$ cat src/rtl/sb_pkg.sv
package sb_pkg;

  // Life cycle of one functional-unit slot
  typedef enum logic [1:0] {
    SLOT_IDLE = 2'd0,  // no instruction held
    SLOT_WAIT = 2'd1,  // issued, waiting for operands
    SLOT_EXEC = 2'd2,  // operands read, unit executing
    SLOT_DONE = 2'd3   // finished, waiting for the write bus
  } slot_phase_e;

endpackage

$ cat src/rtl/sb_lowest_pick.sv
module sb_lowest_pick #(
  parameter int N = 5
) (
  input  logic [N-1:0] req,
  output logic [N-1:0] gnt
);

  logic taken;

  always_comb begin
    gnt   = '0;
    taken = 1'b0;
    for (int i = 0; i < N; i++) begin
      if (req[i] && !taken) begin
        gnt[i] = 1'b1;
        taken  = 1'b1;
      end
    end
  end

endmodule

$ cat src/rtl/sb_result_table.sv
module sb_result_table #(
  parameter int FU_W  = 3,
  parameter int REG_W = 5
) (
  input  logic             clk,
  input  logic             rst_n,
  input  logic             set_en,
  input  logic [REG_W-1:0] set_reg,
  input  logic [FU_W-1:0]  set_tag,
  input  logic             clr_en,
  input  logic [REG_W-1:0] clr_reg,
  input  logic [REG_W-1:0] look_a,
  input  logic [REG_W-1:0] look_b,
  input  logic [REG_W-1:0] look_d,
  output logic             look_a_pend,
  output logic [FU_W-1:0]  look_a_tag,
  output logic             look_b_pend,
  output logic [FU_W-1:0]  look_b_tag,
  output logic             look_d_pend
);

  localparam int SPAN = 1 << REG_W;

  logic [SPAN-1:0] pend_q, pend_nxt;
  logic [FU_W-1:0] tag_q [SPAN];

  always_comb begin
    pend_nxt = pend_q;
    if (clr_en) pend_nxt[clr_reg] = 1'b0;
    if (set_en) pend_nxt[set_reg] = 1'b1;
  end

  always_ff @(posedge clk or negedge rst_n) begin
    if (!rst_n) pend_q <= '0;
    else        pend_q <= pend_nxt;
  end

  always_ff @(posedge clk or negedge rst_n) begin
    if (!rst_n) begin
      for (int i = 0; i < SPAN; i++) tag_q[i] <= '0;
    end else if (set_en) begin
      tag_q[set_reg] <= set_tag;
    end
  end

  assign look_a_pend = pend_q[look_a];
  assign look_a_tag  = tag_q[look_a];
  assign look_b_pend = pend_q[look_b];
  assign look_b_tag  = tag_q[look_b];
  assign look_d_pend = pend_q[look_d];

endmodule

$ cat src/rtl/sb_unit_slot.sv
module sb_unit_slot
  import sb_pkg::*;
#(
  parameter int FU_W  = 3,
  parameter int REG_W = 5
) (
  input  logic             clk,
  input  logic             rst_n,
  input  logic             load,
  input  logic [REG_W-1:0] ld_dst,
  input  logic [REG_W-1:0] ld_src_a,
  input  logic [REG_W-1:0] ld_src_b,
  input  logic [FU_W-1:0]  ld_tag_a,
  input  logic [FU_W-1:0]  ld_tag_b,
  input  logic             ld_rdy_a,
  input  logic             ld_rdy_b,
  input  logic             rd_gnt,
  input  logic             exec_done,
  input  logic             wr_gnt,
  input  logic             bc_valid,
  input  logic [FU_W-1:0]  bc_tag,
  output logic             busy,
  output logic [REG_W-1:0] dst,
  output logic [REG_W-1:0] src_a,
  output logic [REG_W-1:0] src_b,
  output logic             rdy_a,
  output logic             rdy_b,
  output logic             rd_req,
  output logic             wr_req
);

  slot_phase_e      phase_q, phase_d;
  logic             rdy_a_q, rdy_a_d, rdy_b_q, rdy_b_d;
  logic [REG_W-1:0] dst_q, src_a_q, src_b_q;
  logic [FU_W-1:0]  tag_a_q, tag_b_q;
  logic             waiting;

  assign waiting = (phase_q == SLOT_WAIT);

  always_comb begin
    phase_d = phase_q;
    unique case (phase_q)
      SLOT_IDLE: if (load)      phase_d = SLOT_WAIT;
      SLOT_WAIT: if (rd_gnt)    phase_d = SLOT_EXEC;
      SLOT_EXEC: if (exec_done) phase_d = SLOT_DONE;
      SLOT_DONE: if (wr_gnt)    phase_d = SLOT_IDLE;
    endcase
  end

  always_comb begin
    rdy_a_d = rdy_a_q;
    rdy_b_d = rdy_b_q;
    if (load) begin
      rdy_a_d = ld_rdy_a;
      rdy_b_d = ld_rdy_b;
    end else if (rd_gnt) begin
      rdy_a_d = 1'b0;
      rdy_b_d = 1'b0;
    end else begin
      if (waiting && !rdy_a_q && bc_valid && (tag_a_q == bc_tag)) rdy_a_d = 1'b1;
      if (waiting && !rdy_b_q && bc_valid && (tag_b_q == bc_tag)) rdy_b_d = 1'b1;
    end
  end

  always_ff @(posedge clk or negedge rst_n) begin
    if (!rst_n) begin
      phase_q <= SLOT_IDLE;
      rdy_a_q <= 1'b0;
      rdy_b_q <= 1'b0;
    end else begin
      phase_q <= phase_d;
      rdy_a_q <= rdy_a_d;
      rdy_b_q <= rdy_b_d;
    end
  end

  always_ff @(posedge clk or negedge rst_n) begin
    if (!rst_n) begin
      dst_q   <= '0;
      src_a_q <= '0;
      src_b_q <= '0;
      tag_a_q <= '0;
      tag_b_q <= '0;
    end else if (load) begin
      dst_q   <= ld_dst;
      src_a_q <= ld_src_a;
      src_b_q <= ld_src_b;
      tag_a_q <= ld_tag_a;
      tag_b_q <= ld_tag_b;
    end
  end

  assign busy   = (phase_q != SLOT_IDLE);
  assign dst    = dst_q;
  assign src_a  = src_a_q;
  assign src_b  = src_b_q;
  assign rdy_a  = rdy_a_q;
  assign rdy_b  = rdy_b_q;
  assign rd_req = waiting && rdy_a_q && rdy_b_q;
  assign wr_req = (phase_q == SLOT_DONE);

endmodule

$ cat src/rtl/scoreboard_ctl.sv
module scoreboard_ctl
  import sb_pkg::*;
#(
  parameter  int NUM_FU  = 5,
  parameter  int NUM_REG = 32,
  localparam int FU_W    = (NUM_FU > 1) ? $clog2(NUM_FU) : 1,
  localparam int REG_W   = $clog2(NUM_REG)
) (
  input  logic              clk,
  input  logic              rst_n,
  input  logic              iss_valid,
  input  logic [FU_W-1:0]   iss_unit,
  input  logic [REG_W-1:0]  iss_dst,
  input  logic [REG_W-1:0]  iss_src_a,
  input  logic [REG_W-1:0]  iss_src_b,
  output logic              iss_stall,
  input  logic [NUM_FU-1:0] unit_done,
  output logic [NUM_FU-1:0] rd_grant,
  output logic [NUM_FU-1:0] wr_grant,
  output logic [REG_W-1:0]  wr_reg
);

  localparam int FU_SPAN = 1 << FU_W;

  logic [NUM_FU-1:0]  busy_v, rdy_a_v, rdy_b_v, rd_req_v, fin_v, war_ok_v, load_v;
  logic [REG_W-1:0]   dst_arr [NUM_FU];
  logic [REG_W-1:0]   sa_arr  [NUM_FU];
  logic [REG_W-1:0]   sb_arr  [NUM_FU];
  logic [FU_SPAN-1:0] busy_pad;
  logic               pend_a, pend_b, pend_d;
  logic [FU_W-1:0]    tag_a, tag_b;
  logic               rdy_a_iss, rdy_b_iss, issue_ok;
  logic               wr_any;
  logic [FU_W-1:0]    wr_idx;

  // Unit occupancy, indices beyond the unit count read as busy
  always_comb begin
    busy_pad = '1;
    for (int i = 0; i < NUM_FU; i++) busy_pad[i] = busy_v[i];
  end

  assign issue_ok  = iss_valid && !busy_pad[iss_unit] && !pend_d;
  assign iss_stall = iss_valid && !issue_ok;

  // A source whose producer writes this very cycle counts as ready
  assign rdy_a_iss = !pend_a || (wr_any && (tag_a == wr_idx));
  assign rdy_b_iss = !pend_b || (wr_any && (tag_b == wr_idx));

  sb_result_table #(.FU_W(FU_W), .REG_W(REG_W)) u_rtab (
    .clk         (clk),
    .rst_n       (rst_n),
    .set_en      (issue_ok),
    .set_reg     (iss_dst),
    .set_tag     (iss_unit),
    .clr_en      (wr_any),
    .clr_reg     (wr_reg),
    .look_a      (iss_src_a),
    .look_b      (iss_src_b),
    .look_d      (iss_dst),
    .look_a_pend (pend_a),
    .look_a_tag  (tag_a),
    .look_b_pend (pend_b),
    .look_b_tag  (tag_b),
    .look_d_pend (pend_d)
  );

  for (genvar g = 0; g < NUM_FU; g++) begin : g_slot
    assign load_v[g] = issue_ok && (iss_unit == FU_W'(g));

    sb_unit_slot #(.FU_W(FU_W), .REG_W(REG_W)) u_slot (
      .clk       (clk),
      .rst_n     (rst_n),
      .load      (load_v[g]),
      .ld_dst    (iss_dst),
      .ld_src_a  (iss_src_a),
      .ld_src_b  (iss_src_b),
      .ld_tag_a  (tag_a),
      .ld_tag_b  (tag_b),
      .ld_rdy_a  (rdy_a_iss),
      .ld_rdy_b  (rdy_b_iss),
      .rd_gnt    (rd_grant[g]),
      .exec_done (unit_done[g]),
      .wr_gnt    (wr_grant[g]),
      .bc_valid  (wr_any),
      .bc_tag    (wr_idx),
      .busy      (busy_v[g]),
      .dst       (dst_arr[g]),
      .src_a     (sa_arr[g]),
      .src_b     (sb_arr[g]),
      .rdy_a     (rdy_a_v[g]),
      .rdy_b     (rdy_b_v[g]),
      .rd_req    (rd_req_v[g]),
      .wr_req    (fin_v[g])
    );
  end

  // Anti-dependence: a finished unit waits while any other unit still
  // holds a ready but unread copy of its destination register
  always_comb begin
    for (int u = 0; u < NUM_FU; u++) begin
      war_ok_v[u] = 1'b1;
      for (int f = 0; f < NUM_FU; f++) begin
        if ((f != u) && busy_v[f]) begin
          if (((sa_arr[f] == dst_arr[u]) && rdy_a_v[f]) ||
              ((sb_arr[f] == dst_arr[u]) && rdy_b_v[f]))
            war_ok_v[u] = 1'b0;
        end
      end
    end
  end

  sb_lowest_pick #(.N(NUM_FU)) u_rd_pick (
    .req (rd_req_v),
    .gnt (rd_grant)
  );

  sb_lowest_pick #(.N(NUM_FU)) u_wr_pick (
    .req (fin_v & war_ok_v),
    .gnt (wr_grant)
  );

  assign wr_any = |wr_grant;

  always_comb begin
    wr_idx = '0;
    wr_reg = '0;
    for (int i = 0; i < NUM_FU; i++) begin
      if (wr_grant[i]) begin
        wr_idx = FU_W'(i);
        wr_reg = dst_arr[i];
      end
    end
  end

endmodule

$ cat config.mk
export PLATFORM = sky130hd
export DESIGN_NAME = scoreboard_ctl
export DESIGN_NICKNAME = d
export VERILOG_FILES = /design/src/rtl/sb_pkg.sv /design/src/rtl/sb_lowest_pick.sv /design/src/rtl/sb_result_table.sv /design/src/rtl/sb_unit_slot.sv /design/src/rtl/scoreboard_ctl.sv
export SDC_FILE = /design/constraint.sdc
export NUM_CORES = 1
export LEC_CHECK = 0
export ABC_CLOCK_PERIOD_IN_PS = 4300
export BUFFER_PORTS_ARGS = -buffer_cell sky130_fd_sc_hd__buf_2
export CORE_MARGIN = 10
export CORE_UTILIZATION = 64
export DETAILED_ROUTE_END_ITERATION = 7
export GPL_TIMING_DRIVEN = 0
export MAX_ROUTING_LAYER = met4
export PLACE_DENSITY = 0.81
export SLEW_MARGIN = 10
export SYNTH_ARGS = -nofsm -noshare
export SYNTH_HDL_FRONTEND = slang
export SYNTH_SLANG_ARGS = --single-unit
$ cat constraint.sdc
create_clock -name clk -period 4.3 [get_ports clk]
set_input_delay 0.43 -clock clk [delete_from_list [all_inputs] [get_ports clk]]
set_output_delay 0.43 -clock clk [all_outputs]
set_load 0.01 [all_outputs]
==> flow_summary.ini, run 1 <==
[power]
combPwrFrac = 0.577
p_int_mw = 7.97
power.density_nw_per_um2 = 778
ir_drop_mv = 0.467
p_sw_mw = 6.19
share_seq_of_total_power = 0.249
clock_power_share = 0.174
sw_frac_of_total = 0.437
p_leak_nw = 8.32

[synthesis]
netlist_area_um2 = 16400
ys.flop_type = dfrtp_1
yosysMostFrequentCell = dfrtp_1
syn_area_per_cell_um2 = 11.3
ys_seq_area_frac = 0.385
async_reset_ff_frac = 1.00
ys_top_cells_by_count = dfrtp_1 (253), mux2_2 (195), xnor2_1 (140), nand2_1 (99), mux4_2 (90)
synthDistinctLibCells = 75
syn-num-nets = 1499
ys_ff_latch = 253
synth_edf_count = 0
synth.top_cell.area_share = 0.385
synth_area_leaders = dfrtp_1 (38%), mux2_2 (13%), mux4_2 (12%)
synth_warnings = 0
yosysTopAreaCell = dfrtp_1
synthCells = 1453

[critical_path]
setup.worst_path.start = g_slot[4].u_slot.phase_q[0]$_DFFE_PN0P_
crit_chain = inv_1 > ha_1 > nand2b_2 > nor3_1 > nor4_4 > a2bb2oi_1 > nor4b_4 > buf_4 > mux2_2 > buf_2
cp-end-kind = output pin
critical_path.endpoint = wr_reg[0]
r2r_cells = 11
timing.rr.end = g_slot[2].u_slot.rdy_a$_DFFE_PN0P_
rrSetupSlack_ns = 0.33
timing.rr.start = g_slot[4].u_slot.phase_q[0]$_DFFE_PN0P_
critical_path.max_fanout = 10
critPathBufInv = 3
critPathArrivalTime_ns = 3.87
cp.required_ns = 3.87
max_stage_delay_ns = 0.46
slowest_stage = nor3_1
critPathLaunchType = register
critical_path_depth = 10
critPathTopFamily = simple AND/OR/NAND/NOR gates
timing_worst_setup_path_type = reg -> out

[die]
die_height_um = 180
num_rows = 58
dieWidth_um = 180
core_area_um2 = 25300
initial_core_util = 0.651
ios = 42
dieArea_um2 = 32500

[clock_network]
clock_latency_ns = 0.58
cts_made_buffers = 28
cts_tree = yes
clk_path_buf_depth = 3
root_buffer = clkbuf_16
clkTransAtPathRegs_ns = 0.06
h-tree-depth = 1
cts_sinks = 253

[min_path]
hp-class = in -> reg
min_from = unit_done[4]

[global_routing]
grt_start_max_net_pins = 113
grt_pass1_vias = 12769
grt_pass1_wl_mm = 77.1
grt_usage = 0.314
grt-ovfl-total = 0
antenna_found_initial = 1

[placed_design]
io_buffers = 31
place_area_um2 = 17100
dp.cells = 1816
routabilityCongestion = 1.01
place_hpwl_mm = 35.5

[outcome]
status = complete, no violations

[timing]
rsz0062_at_grt = true
setup_viol = 0
max_freq_mhz = 233
fin_skew_ns = 0.0247
worst_pin_slew_ns = 1.34
final.setup.tns_ns = 0
slew_violations = 0
finalHoldViolCount = 0
fin_crit_sh = 1.00
slew_headroom = 0.110
fin_crit_ns = 4.30

[detailed_routing]
routedWlPerCell_um = 27.4
via_count = 12594
dr.pass1.iters = 6
drc_errors = 0
antenna_left = 0
via_per_inst = 6.73
wirelength_mm = 51.3
drtIter0Drc = 1513

[finish]
stdcell_area_um2 = 18200
stdcell_count = 1872
nets = 1570
drive_gt1_frac = 0.330
area_growth_pct = 10.7

[job]
cap_violations = 0
==> cell usage in the layout (no fill, tap or decap), types with 6 or more instances in the layout <==
| cell type | count |
|---|---|
| nand2_1 | 99 |
| ha_1 | 18 |
| a31oi_1 | 24 |
| nor3_1 | 25 |
| nand4_1 | 40 |
| mux2_2 | 195 |
| nor2b_1 | 15 |
| xor2_1 | 86 |
| a21oi_1 | 13 |
| dfrtp_1 | 253 |
| buf_4 | 23 |
| xnor2_1 | 140 |
| clkbuf_16 | 28 |
| mux4_2 | 90 |
| clkbuf_1 | 54 |
| o21ai_0 | 8 |
| mux2i_1 | 10 |
| inv_1 | 40 |
| clkbuf_2 | 7 |
| nor4_1 | 15 |
| buf_2 | 102 |
| nor3_2 | 8 |
| and2_1 | 7 |
| nor2_1 | 71 |
| nand2b_1 | 10 |
| a211o_1 | 6 |
| nand3_1 | 25 |
==> power by group through the flow <==
stage	logic, mW	registers (mW)	clock network, mW
final	8.18	3.52	2.47
after global routing	8.67	3.58	2.56
after CTS	7.80	3.49	2.47
after detailed placement	7.63	3.53	0
after global placement	7.42	3.48	0
after floorplan	5.79	3.38	0
==> routing by layer <==
metal | up-vias | routed length [µm] | GRT usage
met3 | 272 | 4300 | 0.0504
met5 | - | 0 | -
met4 | 0 | 3780 | 0.189
met2 | 776 | 24100 | 0.490
li1 | 5298 | - | -
met1 | 6248 | 19100 | 0.380
==> layout make-up <==
class                           instances  area [µm²]
Tap cell                              330         413
Clock buffer                           37         774
Fill cell                            1779        7050
Clock inverter                         10         155
Multi-Input combinational cell       1003        9310
Antenna cell                            1        2.50
Inverter                               43         165
Timing Repair Buffer                   41         283
Sequential cell                       253        6330
Buffer                                154         774
==> worst reg2reg max path, cell delays in order (launching register included) <==
cell and delay (ns):
dfrtp_1 0.39, inv_1 0.09, ha_1 0.30, nand2b_2 0.32, nor3_1 0.46, nor4_4 0.15, a2bb2oi_1 0.35, nand3_1 0.42
mux2_1 0.44, a32oi_1 0.56, nor2_1 0.10, a211o_1 0.28
==> metrics by stage <==
step           total power, mW  hold WS [ns]  setup slack, ns   util
2_1_floorplan             9.17         0.134             1.12      -
3_5_place_dp              11.2         0.333            0.171  0.676
5_1_grt                   14.8         0.380          -0.0560  0.721
3_3_place_gp              10.9         0.484            -1.67  0.674
4_1_cts                   13.8         0.327        -0.000205  0.716
6_report                  14.2         0.325          0.00146  0.721
==> registers in the layout (all words and copies together), names as in the netlist, 10 cells and up <==
| signal | flops |
|---|---|
| g_slot.u_slot.tag_b_q | 15 |
| g_slot.u_slot.src_a | 25 |
| g_slot.u_slot.src_b | 25 |
| u_rtab.tag_q | 96 |
| g_slot.u_slot.dst | 25 |
| g_slot.u_slot.tag_a_q | 15 |
| g_slot.u_slot.phase_q | 10 |
| u_rtab.pend_q | 32 |
==> what timing repair did <==
| item | CTS | global route |
|---|---|---|
| hold endpoints to repair | 35 | 0 |
| resized for setup | 13 | 17 |
| endpoints found under the setup margin | 6 | 5 |
| pin swaps | 2 | 3 |
| hold buffers | 1 | 0 |
| setup buffers | 2 | 5 |
==> how the worst min path moves through the flow <==
stage / endpoint / cells past startpoint / slack [ns]
2_1_floorplan: g_slot[0].u_slot.dst[0]$_DFFE_PN0P_ / 0 / 0.13
3_3_place_gp: g_slot[3].u_slot.tag_b_q[2]$_DFFE_PN0P_ / 2 / 0.48
3_5_place_dp: g_slot[0].u_slot.src_a[4]$_DFFE_PN0P_ / 1 / 0.33
4_1_cts: g_slot[4].u_slot.phase_q[0]$_DFFE_PN0P_ / 5 / 0.33
5_1_grt: g_slot[4].u_slot.src_b[3]$_DFFE_PN0P_ / 2 / 0.38
6_report: g_slot[4].u_slot.phase_q[0]$_DFFE_PN0P_ / 5 / 0.32
==> cells by family (layout without fill, tap and decap cells) <==
logic type | count (synthesis) | in the layout | share of synthesized area
xor gates and xnor gates | 226 | 226 | 0.120
other | 0 | 1 | 0
buffers and inverters | 197 | 285 | 0.0569
DFF | 253 | 253 | 0.385
muxes | 299 | 299 | 0.265
and+or+nand+nor | 355 | 355 | 0.111
AOI/OAI and AO/OA | 103 | 103 | 0.0459
adders and majority gates | 20 | 20 | 0.0152
(Power assumes the default switching activity.)
==> run 2: changes to the inputs <==
--- a/config.mk
+++ b/config.mk
@@ -7,11 +7,12 @@
 export LEC_CHECK = 0
 export ABC_CLOCK_PERIOD_IN_PS = 4300
 export BUFFER_PORTS_ARGS = -buffer_cell sky130_fd_sc_hd__buf_2
+export CAP_MARGIN = 20
+export CORE_ASPECT_RATIO = 1.2
 export CORE_MARGIN = 10
 export CORE_UTILIZATION = 64
 export DETAILED_ROUTE_END_ITERATION = 7
 export GPL_TIMING_DRIVEN = 0
-export MAX_ROUTING_LAYER = met4
 export PLACE_DENSITY = 0.81
 export SLEW_MARGIN = 10
 export SYNTH_ARGS = -nofsm -noshare
==> run 2 against run 1 <==
  * Worst setup slack gained 0.022 ns
  * Total power grew 2.2%
  * Flip-flop and latch count is the same
  * Highest routed layer unchanged
  * Count of clock-buffer cells in the layout grew 1
  * Routed wire length is essentially flat
  * Register-to-register slack is essentially flat
  * Critical endpoint is now wr_reg[3]
  * Die area is essentially flat
==> flow_summary.ini, run 2 (synthesis results as in run 1) <==
[critical_path]
critPathBufInv = 5
cp.required_ns = 3.87
critPathArrivalTime_ns = 3.85
critPathLaunchType = register
timing_worst_setup_path_type = reg -> out
cp-end-kind = output pin
slowest_stage = a221o_2
critical_path.max_fanout = 10
max_stage_delay_ns = 0.49
critPathTopFamily = simple AND/OR/NAND/NOR gates
crit_chain = inv_1 > ha_1 > nand2b_2 > nor3_1 > nor4_4 > nand3_2 > clkinv_2 > buf_6 > nand2_1 > and3_1 > a221o_2 > inv_4 > buf_2

[finish]
top_regs = u_rtab.tag_q (96), u_rtab.pend_q (32)
nets = 1571
layout_common_cells = dfrtp_1 (253), mux2_2 (195), xnor2_1 (140), buf_2 (102), nand2_1 (99)
nFillCells = 1768
area_growth_pct = 11.5
drive_gt1_frac = 0.332
multi_input_area_um2 = 9300
post-route-util = 0.722
regArea_um2 = 6330
top_register = u_rtab.tag_q
final_common_cell = dfrtp_1
stdcell_area_um2 = 18300
stdcell_count = 1875
largest_reg_flops = 96
diodes = 0

[clock_network]
cts_tree = yes
cts_made_buffers = 28
cts_sinks = 253
root_buffer = clkbuf_16
clkTransAtPathRegs_ns = 0.06
clock_latency_ns = 0.57
h-tree-depth = 1
clk_path_buf_depth = 3

[die]
die_height_um = 196
initial_core_util = 0.648
num_rows = 64
dieArea_um2 = 32500
dieWidth_um = 166
core_area_um2 = 25400
ios = 42

[power]
clock_power_share = 0.190
ir_drop_mv = 0.450
p_total_mw = 14.5
p_sw_mw = 6.24
p_int_mw = 8.24
p_leak_nw = 8.39
share_seq_of_total_power = 0.243
combPwrFrac = 0.567
power.density_nw_per_um2 = 789
sw_frac_of_total = 0.431

[placed_design]
routabilityCongestion = 0.974
io_buffers = 31
dp.cells = 1816
place_hpwl_mm = 35.9
place_area_um2 = 17100

[timing]
fin_crit_ns = 4.28
finalHoldViolCount = 0
fin_crit_sh = 0.994
setup_viol = 0
fin_skew_ns = 0.0236
final.setup.tns_ns = 0
worst_pin_slew_ns = 1.14
slew_violations = 0
slew_headroom = 0.237
max_freq_mhz = 234

[job]
cap_violations = 0

[detailed_routing]
via_per_inst = 6.70
via_count = 12555
dr.pass1.iters = 5
antenna_left = 0
drtIter0Drc = 1344
wirelength_mm = 51.3
routedWlPerCell_um = 27.4
drc_errors = 0

[global_routing]
grt_start_max_net_pins = 114
grt_pass1_wl_mm = 77.7
grt_usage = 0.305
grt-ovfl-total = 0
antenna_found_initial = 0
grt_pass1_vias = 12974

[outcome]
status = complete, no violations

[min_path]
hp-class = in -> reg
[run 2: cell count changes in the layout (fill, tap and decap cells not counted), moves of 2 or more]
cell / change
clkbuf_8: +3
bufinv_16: +3
clkinv_2: -2
clkbuf_1: -2
nor3_2: -3
nor3_1: +2
[run 2: routing by layer]
| layer | share of wire | wire (µm) | GRT usage |
|---|---|---|---|
| met3 | 0.088 | 4520 | 0.0534 |
| met2 | 0.47 | 24300 | 0.506 |
| met5 | 0 | 0 | 0 |
| met4 | 0.081 | 4160 | 0.213 |
| met1 | 0.36 | 18300 | 0.354 |
[run 2: timing repair]
action / CTS / global route
hold buffers: 1 / 0
setup buffers: 5 / 2
endpoints found under the setup margin: 6 / 5
resized for setup: 11 / 16
hold endpoints to repair: 64 / 0
pin swaps: 4 / 1
[run 2: final cells by class]
| class | instances | area share |
|---|---|---|
| buffer | 154 | 0.0422 |
| clock buffer | 38 | 0.0452 |
| clock inverter | 12 | 0.0123 |
| inverter | 43 | 0.00901 |
| multi-input combinational | 1003 | 0.507 |
| sequential | 253 | 0.345 |
| tap | 330 | 0.0225 |
| timing repair buffer | 42 | 0.0162 |
[run 2: metrics by stage]
stage	setup WS, ns	hold slack, ns
floorplan	1.12	0.134
global placement	-1.80	0.484
detailed placement	0.108	0.416
CTS	0.000481	0.350
global route	-0.00676	0.371
finish	0.0239	0.344
[run 2: power by group through the flow]
stage	Clock, mW	Combinational, mW	Sequential (mW)
2_1_floorplan	0	5.79	3.38
3_3_place_gp	0	7.44	3.47
3_5_place_dp	0	7.65	3.52
4_1_cts	2.75	7.87	3.49
5_1_grt	2.85	8.70	3.59
6_report	2.76	8.20	3.52
[run 2: final timing paths]
path / startpoint / to / slack [ns] / cells after the start
setup / recovery: g_slot[1].u_slot.phase_q[0]$_DFFE_PN0P_ / wr_reg[3] / 0.02 / 13
hold / removal: unit_done[1] / g_slot[1].u_slot.phase_q[0]$_DFFE_PN0P_ / 0.34 / 5
setup reg to reg: g_slot[2].u_slot.phase_q[1]$_DFFE_PN0P_ / g_slot[3].u_slot.rdy_a$_DFFE_PN0P_ / 0.34 / 13
hold reg to reg: g_slot[3].u_slot.tag_b_q[1]$_DFFE_PN0P_ / g_slot[3].u_slot.tag_b_q[1]$_DFFE_PN0P_ / 0.51 / 2
max in group asynchronous: rst_n / g_slot[1].u_slot.src_a[2]$_DFFE_PN0P_ / 2.89 / 3
min in group asynchronous: rst_n / g_slot[3].u_slot.src_a[4]$_DFFE_PN0P_ / 0.41 / 2
[run 2: worst reg2reg max path: stages (launching register included)]
cell	delay, ns
dfrtp_1	0.42
inv_1	0.12
ha_2	0.27
nand2b_1	0.32
nor3_1	0.13
nor4_2	0.60
a2bb2oi_2	0.17
nor4b_4	0.19
buf_4	0.18
buf_4	0.17
mux2_1	0.29
a32oi_1	0.61
nor2_1	0.09
a211o_1	0.29
==> run 3: changes to the inputs <==
--- a/config.mk
+++ b/config.mk
@@ -5,15 +5,18 @@
 export SDC_FILE = /design/constraint.sdc
 export NUM_CORES = 1
 export LEC_CHECK = 0
+export ABC_AREA = 1
 export ABC_CLOCK_PERIOD_IN_PS = 4300
 export BUFFER_PORTS_ARGS = -buffer_cell sky130_fd_sc_hd__buf_2
 export CAP_MARGIN = 20
+export CELL_PAD_IN_SITES_DETAIL_PLACEMENT = 0
+export CELL_PAD_IN_SITES_GLOBAL_PLACEMENT = 1
 export CORE_ASPECT_RATIO = 1.2
 export CORE_MARGIN = 10
-export CORE_UTILIZATION = 64
+export CORE_UTILIZATION = 46
 export DETAILED_ROUTE_END_ITERATION = 7
 export GPL_TIMING_DRIVEN = 0
-export PLACE_DENSITY = 0.81
+export PLACE_DENSITY_LB_ADDON = 0.1
 export SLEW_MARGIN = 10
 export SYNTH_ARGS = -nofsm -noshare
 export SYNTH_HDL_FRONTEND = slang
==> run 3 against run 2 <==
  * Area after synthesis is 0.98% higher
  * Combinational power is 16% lower
  * Hold slack got worse by 0.13 ns
  * Flip-flop and latch count did not move
  * Global-route usage up 2.8 points
  * Critical path type unchanged
  * Via count up 47%
  * Total power shrank 7.2%
  * Worst setup slack improved by 0.013 ns
  * Utilization decreased by 21 points
  * Die area rose by 36%
  * First-iteration DRC count rose by 51%
  * Final cell count rose by 64%
  * Largest cell class unchanged
==> flow_summary.ini, run 3 <==
[outcome]
status = complete, no violations

[critical_path]
cp.required_ns = 3.87
max_stage_delay_ns = 0.66
critPathArrivalTime_ns = 3.83
critical_path.max_fanout = 10
timing.rr.start = g_slot[1].u_slot.dst[0]$_DFFE_PN0P_
critPathLaunchType = register
timing_worst_setup_path_type = reg -> out
rrSetupSlack_ns = 0.28
r2r_cells = 16
crit_top_cell = nand2_1
cp-end-kind = output pin
timing.rr.end = u_rtab.pend_q[13]$_DFF_PN0_
crit_chain = buf_2 > o21ai_1 > nor2_1 > nand3_1 > nand2_1 > nand2_1 > nand2_1 > inv_1 > nand2_2 > nand3_2 > nor2_2 > nand2_1 > nand3_2 > buf_2
slowest_stage = dfrtp_1

[die]
die_height_um = 228
dieArea_um2 = 44100
core_area_um2 = 35800
initial_core_util = 0.465
dieWidth_um = 193
ios = 42
num_rows = 76

[min_path]
min_to = g_slot[0].u_slot.dst[0]$_DFFE_PN0P_
min_from = iss_dst[0]
hp-class = in -> reg
hold_depth = 3

[power]
ir_drop_mv = 0.374
p_total_mw = 13.4
p_leak_nw = 8.87
power.density_nw_per_um2 = 733

[timing]
slew_violations = 0
worst_slack_ns = 0.0365
fin_skew_ns = 0.0106
final.setup.tns_ns = 0
worst_pin_slew_ns = 1.22
fin_crit_ns = 4.26
finalHoldViolCount = 0
setup_viol = 0
rsz0062_at_grt = true
fin_crit_sh = 0.992
slew_headroom = 0.184
max_freq_mhz = 235

[placed_design]
dp_slack_ns = 0.211
place_hpwl_mm = 56.0
routabilityCongestion = 1.02
io_buffers = 33

[finish]
top_regs = u_rtab.tag_q (96), u_rtab.pend_q (32)
nFillCells = 3737
layout_common_cells = nand2_1 (834), o21ai_0 (432), nor2_1 (330), dfrtp_1 (253), inv_1 (174)
area_growth_pct = 10.3
final_common_cell = nand2_1
top_register = u_rtab.tag_q
nets = 2639
drive_gt1_frac = 0.0730
largest_reg_flops = 96

[synthesis]
synthAdderAreaFrac = 0.0151
synth-compound-area-share = 0.201
ys_ff_latch = 253
synth_top_family_by_area = simple AND/OR/NAND/NOR gates
async_reset_ff_frac = 1.00
synthMuxAreaShare = 0
synthDistinctLibCells = 49
netlist_area_um2 = 16600
ys_top_cells_by_count = nand2_1 (835), o21ai_0 (432), nor2_1 (330), dfrtp_1 (253), inv_1 (174)
synth.top_cell.area_share = 0.381
synth-simple-area-share = 0.311
yosysMostFrequentCell = nand2_1
synth_xor_area_frac = 0.0111
yosysTopAreaCell = dfrtp_1
ys_seq_area_frac = 0.381
syn-num-nets = 2572
synthCells = 2526
ys.flop_type = dfrtp_1
syn_area_per_cell_um2 = 6.58
synth_warnings = 0
synth_edf_count = 0
synth_area_leaders = dfrtp_1 (38%), nand2_1 (19%), o21ai_0 (13%)

[global_routing]
antenna_found_initial = 1
grt_start_max_net_pins = 107
grt-ovfl-total = 0
grt_pass1_wl_mm = 113
grt_usage = 0.333
grt_pass1_vias = 17526

[clock_network]
clock_latency_ns = 0.57
h-tree-depth = 1
cts_tree = yes
clkTransAtPathRegs_ns = 0.07
root_buffer = clkbuf_16
cts_made_buffers = 29
clk_path_buf_depth = 3
cts_sinks = 253
post_cts_buffers = 0

[detailed_routing]
drtIter0Drc = 2029
via_per_inst = 5.98
wirelength_mm = 76.6
dr.pass1.iters = 6
via_count = 18447
drc_errors = 0
routedWlPerCell_um = 24.9
antenna_left = 0

[job]
cap_violations = 0
==> run 3: changes by cell type in the layout (fill, tap and decap cells not counted), moves of 53 or more <==
| cell | delta |
|---|---|
| nand2_1 | +735 |
| xnor2_1 | -131 |
| mux4_2 | -90 |
| xor2_1 | -74 |
| nand3_1 | +71 |
| mux2_2 | -195 |
| a21oi_1 | +53 |
| inv_1 | +134 |
| o21ai_0 | +424 |
| nor2_1 | +259 |
==> run 3: area by class of cell <==
| type | instances | area (µm²) | share of cell area |
|---|---|---|---|
| Buffer | 129 | 613 | 0.0335 |
| Antenna cell | 1 | 2.50 | 0.000137 |
| Sequential cell | 253 | 6330 | 0.345 |
| Inverter | 190 | 713 | 0.0389 |
| Timing Repair Buffer | 36 | 240 | 0.0131 |
| Tap cell | 468 | 586 | 0.0320 |
| Clock inverter | 18 | 118 | 0.00642 |
| Clock buffer | 35 | 768 | 0.0419 |
| Multi-Input combinational cell | 1954 | 8950 | 0.489 |
==> run 3: metal layers <==
layer / wire (µm) / global-route usage
met4: 6600 / 0.252
met1: 27900 / 0.381
met5: 0 / 0
met3: 6740 / 0.0563
met2: 35400 / 0.547
==> run 3: critical path: cells and delay by family, from the launching register on <==
kind                   cells  cell delay (ns)
and+or+nand+nor           10             1.78
AOI/OAI and AO/OA          1             0.12
buffers and inverters      3             0.69
DFF                        1             0.66
==> run 3: logic make-up (layout without fill, tap and decap cells) <==
kind of cell	Yosys count	in the layout
xor gates and xnor gates	21	21
buffers and inverters	319	408
other	0	1
DFF	253	253
and+or+nand+nor	1302	1302
AOI/OAI and AO/OA	611	611
adders and majority gates	20	20
==> run 3: report_power, final <==
group          switching [mW]  leakage, nW  internal, mW
logic                    4.85         5.22          2.01
registers               0.990         3.23          3.22
clock network            1.09        0.418          1.28
total                    6.93         8.87          6.51
==> run 3: worst max path at each step <==
stage | start | to | slack, ns | cells past startpoint
after floorplan | g_slot[0].u_slot.dst[4]$_DFFE_PN0P_ | u_rtab.pend_q[12]$_DFF_PN0_ | 1.96 | 20
after global placement | rst_n | u_rtab.tag_q[65]$_DFFE_PN0P_ | -1.95 | 1
after detailed placement | iss_src_a[3] | g_slot[0].u_slot.rdy_a$_DFFE_PN0P_ | 0.21 | 14
after CTS | g_slot[1].u_slot.dst[0]$_DFFE_PN0P_ | wr_reg[1] | 0.22 | 14
after global routing | g_slot[0].u_slot.dst[2]$_DFFE_PN0P_ | wr_reg[2] | -0.003 | 16
final | g_slot[1].u_slot.dst[0]$_DFFE_PN0P_ | wr_reg[1] | 0.04 | 14
==> run 3: repair_timing <==
action,4_1_cts,5_1_grt
endpoints found under the setup margin,0,2
hold endpoints to repair,60,0
resized for setup,0,1
hold buffers,1,0
==> run 3: metrics by stage <==
stage	area (µm²)	std cells	util	hold slack (ns)
after floorplan	16600	2526	-	0.134
after detailed placement	17400	3029	0.487	0.427
after global placement	17400	3027	0.486	0.470
final	18300	3084	0.513	0.216
after CTS	18300	3083	0.512	0.203
after global routing	18300	3084	0.513	0.248
